$ cat src/rtl/trace_seq.sv
module trace_seq #(
  parameter int NREG    = 8,
  parameter int DW      = 16,
  parameter int CDEPTH  = 16,
  parameter int SBDEPTH = 4,
  parameter int IMMW    = 8,
  localparam int RW     = $clog2(NREG),
  localparam int CAW    = $clog2(CDEPTH),
  localparam int CW     = 3 + 3*RW + IMMW + 5
) (
  input  logic           clk,
  input  logic           rst_n,
  input  logic           cfg_we,
  input  logic [CAW-1:0] cfg_addr,
  input  logic [CW-1:0]  cfg_wdata,
  input  logic           li_we,
  input  logic [RW-1:0]  li_idx,
  input  logic [DW-1:0]  li_data,
  input  logic           start,
  input  logic [CAW-1:0] tr_start,
  input  logic [CAW:0]   tr_len,
  output logic           lo_valid,
  output logic [RW-1:0]  lo_idx,
  output logic [DW-1:0]  lo_data,
  output logic           mem_we,
  output logic [DW-1:0]  mem_addr,
  output logic [DW-1:0]  mem_wdata,
  output logic           done,
  output logic [CAW-1:0] exit_idx
);
  localparam int SBW  = $clog2(SBDEPTH + 1);
  localparam int SBI  = $clog2(SBDEPTH);
  localparam int F_RA = 3;
  localparam int F_RB = F_RA + RW;
  localparam int F_RD = F_RB + RW;
  localparam int F_IM = F_RD + RW;
  localparam int F_CL = F_IM + IMMW;
  localparam int F_EL = F_CL + 1;
  localparam int F_WL = F_EL + 3;

  typedef enum logic [3:0] {
    S_IDLE, S_CKPT, S_CFG, S_EXE, S_WB, S_DRAIN, S_SQ, S_LOUT, S_DONE
  } st_t;

  st_t            st;
  logic [CW-1:0]  cram [CDEPTH];
  logic [DW-1:0]  rf   [NREG];
  logic [DW-1:0]  ck   [NREG];
  logic [DW-1:0]  sba  [SBDEPTH];
  logic [DW-1:0]  sbd  [SBDEPTH];
  logic [SBW-1:0] sb_n, dn;
  logic [CAW:0]   pos, len;
  logic [CAW-1:0] base, exit_q;
  logic [2:0]     cnt;
  logic [DW-1:0]  res;
  logic [RW-1:0]  lo_i;

  wire [CAW-1:0] idx  = base + pos[CAW-1:0];
  wire [CW-1:0]  cw   = cram[idx];
  wire [2:0]     op   = cw[2:0];
  wire [DW-1:0]  a    = rf[cw[F_RA +: RW]];
  wire [DW-1:0]  b    = rf[cw[F_RB +: RW]];
  wire [DW-1:0]  imm  = {{(DW-IMMW){cw[F_IM+IMMW-1]}}, cw[F_IM +: IMMW]};
  wire [2:0]     elc  = cw[F_EL +: 3];
  wire [2:0]     elast = (elc > 3'd4) ? 3'd4 : elc;
  wire cfg_end = (cnt == {2'b0, cw[F_CL]});
  wire exe_end = (cnt == elast);
  wire wb_end  = (cnt == {2'b0, cw[F_WL]});
  wire is_st   = (op == 3'd5);
  wire exit_now = ((op == 3'd6) && (a == b)) || (is_st && (sb_n == SBW'(SBDEPTH)));

  logic [DW-1:0] alu;
  always_comb begin
    case (op)
      3'd0:    alu = a + b;
      3'd1:    alu = a - b;
      3'd2:    alu = a & b;
      3'd3:    alu = a ^ b;
      3'd4:    alu = a + imm;
      default: alu = a;
    endcase
  end

  always_ff @(posedge clk)
    if (cfg_we) cram[cfg_addr] <= cfg_wdata;

  always_ff @(posedge clk)
    if (st == S_WB && wb_end && is_st) begin
      sba[sb_n[SBI-1:0]] <= a;
      sbd[sb_n[SBI-1:0]] <= b;
    end

  always_ff @(posedge clk or negedge rst_n) begin
    if (!rst_n) begin
      st <= S_IDLE;
      sb_n <= '0; dn <= '0; pos <= '0; len <= '0;
      base <= '0; exit_q <= '0; cnt <= '0; res <= '0; lo_i <= '0;
      for (int i = 0; i < NREG; i++) begin
        rf[i] <= '0;
        ck[i] <= '0;
      end
    end else begin
      case (st)
        S_IDLE: begin
          if (li_we) rf[li_idx] <= li_data;
          if (start) begin
            base <= tr_start;
            len  <= (tr_len == '0) ? (CAW+1)'(1) : tr_len;
            sb_n <= '0;
            st   <= S_CKPT;
          end
        end
        S_CKPT: begin
          for (int i = 0; i < NREG; i++) ck[i] <= rf[i];
          pos <= '0; cnt <= '0;
          st  <= S_CFG;
        end
        S_CFG: begin
          if (cfg_end) begin cnt <= '0; st <= S_EXE; end
          else cnt <= cnt + 3'd1;
        end
        S_EXE: begin
          if (exe_end) begin
            cnt <= '0;
            res <= alu;
            if (exit_now) begin exit_q <= idx; st <= S_SQ; end
            else st <= S_WB;
          end else cnt <= cnt + 3'd1;
        end
        S_WB: begin
          if (wb_end) begin
            cnt <= '0;
            if (op <= 3'd4) rf[cw[F_RD +: RW]] <= res;
            if (is_st) sb_n <= sb_n + 1'b1;
            if (pos == len - 1'b1) begin dn <= '0; st <= S_DRAIN; end
            else begin pos <= pos + 1'b1; st <= S_CFG; end
          end else cnt <= cnt + 3'd1;
        end
        S_DRAIN: begin
          if (dn == sb_n) begin sb_n <= '0; st <= S_CKPT; end
          else dn <= dn + 1'b1;
        end
        S_SQ: begin
          for (int i = 0; i < NREG; i++) rf[i] <= ck[i];
          sb_n <= '0; lo_i <= '0;
          st   <= S_LOUT;
        end
        S_LOUT: begin
          lo_i <= lo_i + 1'b1;
          if (lo_i == RW'(NREG-1)) st <= S_DONE;
        end
        default: st <= S_IDLE;
      endcase
    end
  end

  assign lo_valid  = (st == S_LOUT);
  assign lo_idx    = lo_i;
  assign lo_data   = rf[lo_i];
  assign mem_we    = (st == S_DRAIN) && (dn != sb_n);
  assign mem_addr  = sba[dn[SBI-1:0]];
  assign mem_wdata = sbd[dn[SBI-1:0]];
  assign done      = (st == S_DONE);
  assign exit_idx  = exit_q;
endmodule

$ cat config.mk
export PLATFORM = sky130hd
export DESIGN_NAME = trace_seq
export DESIGN_NICKNAME = d
export VERILOG_FILES = /design/src/rtl/trace_seq.sv
export SDC_FILE = /design/constraint.sdc
export NUM_CORES = 1
export LEC_CHECK = 0
export BUFFER_PORTS_ARGS = -buffer_cell sky130_fd_sc_hd__buf_2
export CAP_MARGIN = 20
export CORE_ASPECT_RATIO = 0.5
export CORE_MARGIN = 2
export CORE_UTILIZATION = 45
export CTS_BUF_LIST = sky130_fd_sc_hd__clkbuf_8
export CTS_CLUSTER_SIZE = 24
export DETAILED_ROUTE_END_ITERATION = 10
export SYNTH_ARGS = -nofsm -noshare
export SYNTH_HDL_FRONTEND = slang
export SYNTH_SLANG_ARGS = --single-unit
$ cat constraint.sdc
create_clock -name clk -period 17.4 [get_ports clk]
set_input_delay 3.48 -clock clk [delete_from_list [all_inputs] [get_ports clk]]
set_output_delay 3.48 -clock clk [all_outputs]
set_load 0.1 [all_outputs]
==> results of run 1 <==
[area by class of cell]
cell class                 instances  share of cell area [%]
clock inverter                    84                    1.18
sequential                       834                    53.6
inverter                          45                   0.385
tap                             1170                    3.34
clock buffer                     139                    4.36
multi-input combinational       1540                    34.0
timing repair buffer             213                    3.04
[Yosys cell counts, types with 42 or more instances]
cell type  count  share of area [%]
nor2_1        87               0.83
mux4_2       189                 11
nand2_1      192                1.8
mux2i_1       91                2.3
edfxtp_1     528                 40
o21ai_0       73               0.93
ha_1          58                1.8
a21oi_1       65               0.83
mux2_2       173                5.0
nand3_1       42               0.53
o2bb2ai_1    128                2.9
inv_1         43               0.41
dfrtp_1      306                 19
a222oi_1     129                3.3
clkbuf_1     104               0.99
buf_2         50               0.64
[metal layers]
layer | GRT usage [%] | part of all wire, % | wire, um | up-vias
met2 | 40.1 | 46 | 53900 | 1276
met3 | 5.46 | 8.7 | 10200 | 237
met5 | 0 | 0.0093 | 11 | -
met1 | 37.3 | 42 | 50000 | 13484
li1 | - | - | - | 10811
met4 | 8.99 | 3.2 | 3780 | 2
[path summary, 6_finish.rpt]
check,startpoint,depth (start not counted),endpoint
hold reg to reg,exit_idx[1],1,exit_idx[1]
setup / recovery,pos[0],25,res[12]
hold / removal,exit_idx[1],1,exit_idx[1]
setup reg to reg,pos[0],25,res[12]
min in group asynchronous,rst_n,1,async pin
max in group asynchronous,rst_n,2,dn[0]
[cell families after synthesis]
kind of cell               Yosys count
adders and majority gates           62
buffers and inverters              249
xor gates and xnor gates            37
muxes                              457
and+or+nand+nor                    451
DFF                                834
AOI/OAI and AO/OA                  533
[through the flow]
step	instance area (um^2)	hold slack [ps]	setup WS, ps	instances
detailed placement	41400	491	9460	3801
global placement	41400	488	9600	3801
global route	43800	520	8840	4025
CTS	43800	506	9370	4024
finish	43800	502	9350	4025
floorplan	39300	477	10210	2623
==> impl_metrics.csv, run 1 <==
group,metric,value,unit
status,status,"finished, final reports clean",
global_routing,grt_first_pass_wirelength,172,mm
critical_path,crit_buf_inv,3,
timing,fin_setup_tns,0,ps
timing,min_period_over_period,46.2,%
timing,setup_viol,0,
critical_path,crit_type,"register to register",
timing,fin_crit,8050,ps
cts,cts_buffers,120,
detailed_routing,drt_first_pass_iters,7,
cts,cts_setup_buffers,0,
cts,insertion_delay,820,ps
synthesis,synth.avg_cell_area,15.0,um^2
timing,fin_skew,33.1,ps
critical_path,ff2ff_setup_slack,9350,ps
finish,utilization,50.8,%
critical_path,critical_path.max_stage_delay,870,ps
cts,cts.sinks,834,
detailed_routing,drt_iter0_drc,3710,
synthesis,synth_top_family_by_area,"multiplexers",
critical_path,required,18090,ps
synthesis,ys_seq_area_share,59.8,%
synthesis,synthFlopType,"edfxtp_1",
synthesis,synth_nets,2746,
synthesis,ys_async_sr_fraction,36.7,%
worst_hold_path,holdCritPathClass,"register to register",
synthesis,synth-compound-area-share,10.8,%
synthesis,yosysUniqueCellTypes,95,
detailed_routing,drt_wl_total,118,mm
die,die_h,213,um
cts,htreeDepth,3,
flow_run,cap_violations,0,
place,io_buffers,119,
detailed_routing,avgViaCountPerCell,6.41,
place,gp_congestion,0.860,
timing,relSlewSlack,18.1,%
global_routing,grt.total_usage,26.1,%
critical_path,setup.worst_path.end_class,"register",
timing,hold_violations,0,
critical_path,critPathMostFrequentCell,"o21ai_0",
synthesis,syn-cell-area,39300,um^2
finish,seqCellArea,23500,um^2
cts,cts_hold_buf,0,
die,io_pins,120,
timing,rsz0062_at_grt,"no",
place,hpwl,70.5,mm
synthesis,synthAdderAreaFrac,2.03,%
global_routing,grt_max_degree,137,
die,dieArea,89800,um^2
cts,cts_resized,0,
synthesis,ys_warn_count,0,
timing,worstMarginPinSlew,1230,ps
cts,path_clk_slew,70,ps
critical_path,start_kind,"register",
timing,slew_violations,0,
cts,root_buffer,"clkbuf_8",
die,coreArea,86200,um^2
cts,cts_tree,"yes",
global_routing,antenna_found_initial,5,
die,die_x,422,um
synthesis,synth_xor_area_share,0.863,%
synthesis,synth-simple-area-share,5.36,%
die,row_count,76,
finish,layout-drive-gt1-share,27.9,%
detailed_routing,routedWlPerCell,29.3,um
timing,max_freq,124,MHz
finish,multi_input_area,14900,um^2
synthesis,syn-instance-count,2623,
finish,final_cell_mix,"edfxtp_1, dfrtp_1, nand2_1, mux4_2, mux2_2",
critical_path,arrival,8730,ps
finish,layout.nets,2877,
synthesis,synth.area.mux_share,18.3,%
synthesis,synth-edff-count,528,
global_routing,grt_overflow,0,
global_routing,grt_pass1_vias,25386,
die,start_util,45.6,%
synthesis,ys_ff_latch,834,
detailed_routing,vias,25810,
detailed_routing,antenna_left,0,
cts,cts_buffer_depth,3,
critical_path,cp_max_fo,57,
critical_path,critical_path.slowest_cell,"fa_4",
finish,syn2layout_area_growth,11.6,%
finish,insertedDiodeCount,0,
detailed_routing,drcViolationCount,0,
finish,fillers,7248,
finish,final_common_cell,"edfxtp_1",
critical_path,path_delay_family,"compound AO/OA/AOI/OAI gates",
Power of run 1 is not shown: default switching activity piles up to over one toggle a cycle in this logic, so the estimate is an artifact.
==> run 2: changes to the inputs <==
--- a/config.mk
+++ b/config.mk
@@ -5,6 +5,7 @@
 export SDC_FILE = /design/constraint.sdc
 export NUM_CORES = 1
 export LEC_CHECK = 0
+export ABC_AREA = 1
 export BUFFER_PORTS_ARGS = -buffer_cell sky130_fd_sc_hd__buf_2
 export CAP_MARGIN = 20
 export CORE_ASPECT_RATIO = 0.5
==> constraint.sdc (replaced) <==
create_clock -name clk -period 6.85 [get_ports clk]
set_input_delay 1.37 -clock clk [delete_from_list [all_inputs] [get_ports clk]]
set_output_delay 1.37 -clock clk [all_outputs]
set_load 0.1 [all_outputs]
==> run 2 against run 1 <==
  * Clock skew rose by 33 ps
  * Design area rose by 4.6%
  * Routed wire length rose by 18%
  * First-iteration DRC count rose by 5.7%
  * Utilization fell by 0.20 points
  * Critical path depth rose by 4
  * Global-route usage rose by 3.3 points
  * Synthesized area rose by 4.5%
  * Sequential cell count did not move
  * Highest routed layer unchanged
==> impl_metrics.csv, run 2 <==
group,metric,value,unit
critical_path,required,7550,ps
place,gp_congestion,1.03,
synthesis,synthTopCellsByCount,"nand2_1, o21ai_0, edfxtp_1",
synthesis,synth_top_family_by_area,"compound AO/OA/AOI/OAI gates",
die,io_pins,120,
critical_path,critical_path.max_stage_delay,800,ps
synthesis,synth_top_area_share,38.6,%
detailed_routing,drt_wl_total,139,mm
worst_hold_path,holdCritPathClass,"register to register",
finish,fillers,8393,
detailed_routing,antenna_left,0,
cts,root_buffer,"clkbuf_8",
finish,fin_area,45800,um^2
timing,rsz0062_at_grt,"no",
synthesis,yosysUniqueCellTypes,60,
finish,layout.nets,4624,
critical_path,rr_worst_depth,29,
global_routing,grt_pass1_vias,32054,
synthesis,ys_async_sr_fraction,36.7,%
critical_path,critical_path.slowest_cell,"fa_4",
synthesis,syn-cell-area,41100,um^2
cts,cts_buffers,121,
die,die_x,431,um
timing,setup_viol,0,
finish,final_cell_mix,"nand2_1, o21ai_0, edfxtp_1, a21oi_1, dfrtp_1",
finish,utilization,50.6,%
synthesis,syn-instance-count,4428,
critical_path,cp_max_fo,102,
die,dieArea,93800,um^2
critical_path,r2r-start,"pos[0]",
timing,fin_setup_tns,0,ps
global_routing,grt_overflow,0,
cts,path_clk_slew,70,ps
critical_path,setup.worst_path.end_class,"register",
place,hpwl,86.9,mm
synthesis,ys_seq_area_share,57.3,%
detailed_routing,drcViolationCount,0,
synthesis,synth-simple-area-share,13.7,%
timing,max_freq,153,MHz
critical_path,critPathMostFrequentCell,"nor2_1",
timing,fin_crit,6530,ps
cts,cts.sinks,834,
cts,insertion_delay,870,ps
status,status,"finished, final reports clean",
synthesis,synth.avg_cell_area,9.27,um^2
detailed_routing,drt_iter0_drc,3921,
global_routing,grt_first_pass_wirelength,207,mm
die,row_count,78,
timing,min_period_over_period,95.3,%
timing,slew_violations,0,
timing,relSlewSlack,22.1,%
detailed_routing,avgViaCountPerCell,5.92,
synthesis,ys_ff_latch,834,
synthesis,synth-compound-area-share,20.6,%
synthesis,synthFlopType,"edfxtp_1",
critical_path,ff2ff_setup_slack,320,ps
critical_path,crit_type,"register to register",
synthesis,yosysMostFrequentCell,"nand2_1",
detailed_routing,drt_first_pass_iters,6,
synthesis,synth_nets,4551,
critical_path,start_kind,"register",
die,die_h,218,um
die,coreArea,90600,um^2
global_routing,grt_max_degree,135,
timing,worstMarginPinSlew,1160,ps
cts,cts_tree,"yes",
detailed_routing,routedWlPerCell,24.0,um
place,io_buffers,119,
timing,hold_violations,0,
timing,fin_skew,66.4,ps
finish,layout-drive-gt1-share,10.6,%
cts,htreeDepth,3,
critical_path,arrival,7230,ps
synthesis,synth_xor_area_share,0.466,%
synthesis,ys_warn_count,0,
synthesis,synth-edff-count,528,
finish,final_common_cell,"nand2_1",
detailed_routing,vias,34384,
cts,cts_buffer_depth,3,
synthesis,synth_top_cell_by_area,"edfxtp_1",
place,dpl_cell_area,43200,um^2
global_routing,grt.total_usage,29.4,%
critical_path,regToRegEndpoint,"res[6]",
worst_hold_path,hold_depth,2,
worst_hold_path,holdCritStartpoint,"ck[108]",
worst_hold_path,hold_end,"ck[108]",
synthesis,synth.area.mux_share,0.192,%
synthesis,synthTopCellsByArea,"edfxtp_1, dfrtp_1, o21ai_0, nand2_1, a21oi_1",
finish,syn2layout_area_growth,11.6,%
flow_run,cap_violations,0,
global_routing,antenna_found_initial,5,
die,start_util,45.3,%
synthesis,synthAdderAreaFrac,1.91,%
run 2: changes by cell type after synthesis, moves of 171 or more:
cell / delta
o21ai_0: +685
mux4_2: -189
nand2_1: +700
nor2_1: +171
a21oi_1: +346
inv_1: +227
run 2: worst max path at each step:
stage                start      end  slack (ps)  cells past startpoint
floorplan           pos[0]  res[12]        1730                     32
global placement    pos[0]   res[6]         160                     31
detailed placement  pos[0]   res[6]          90                     31
CTS                 pos[0]   res[6]          20                     31
global route        pos[0]  res[14]          30                     29
finish              pos[0]   res[6]         320                     29
run 2: per-stage QoR:
step                hold slack, ps  instances  worst slack, ps
floorplan                      449       4428             1730
global placement               465       5562              157
detailed placement             473       5568             92.1
CTS                            489       5794             19.8
global route                   504       5806             32.0
finish                         483       5807              320
run 2: logic make-up after synthesis:
group,after synthesis
AO/OA/AOI/OAI,1512
XOR/XNOR,21
adder cells (fa/ha/maj),61
buffers and inverters,587
flip-flops,834
multiplexers,7
AND/OR/NAND/NOR,1406
run 2: metal layers:
metal | global-route usage, % | vias up | part of all wire, %
met5 | 0 | - | 0.019
met4 | 10.7 | 4 | 3.3
met3 | 5.61 | 288 | 8.0
met2 | 46.7 | 1486 | 46
met1 | 40.3 | 16833 | 43
li1 | - | 15773 | -
run 2: what timing repair did:
action / CTS / global route
setup endpoints to repair: 0 / 11
setup buffers: 0 / 4
gates resized for setup: 0 / 9
hold buffers: 0 / 0
run 2: final cells by class:
type / count / area (um^2) / share of cell area (%)
flip-flops and latches: 834 / 23500 / 51.3
clock buffers: 133 / 1830 / 3.99
multi-input cells: 3007 / 15400 / 33.6
clock inverters: 93 / 622 / 1.36
inverters: 297 / 1130 / 2.46
repair buffers: 240 / 1850 / 4.03
well taps: 1200 / 1500 / 3.27
diodes: 3 / 7.51 / 0.0164
run 2: worst max-delay path: cells and delay by family, from the launching register on:
| kind | cells | cell delay (ps) |
|---|---|---|
| adder cells (fa/ha/maj) | 4 | 1610 |
| AO/OA/AOI/OAI | 6 | 1230 |
| AND/OR/NAND/NOR | 14 | 1800 |
| flip-flops | 1 | 470 |
| buffers and inverters | 5 | 1000 |
Power of run 2 is left out for the same reason.
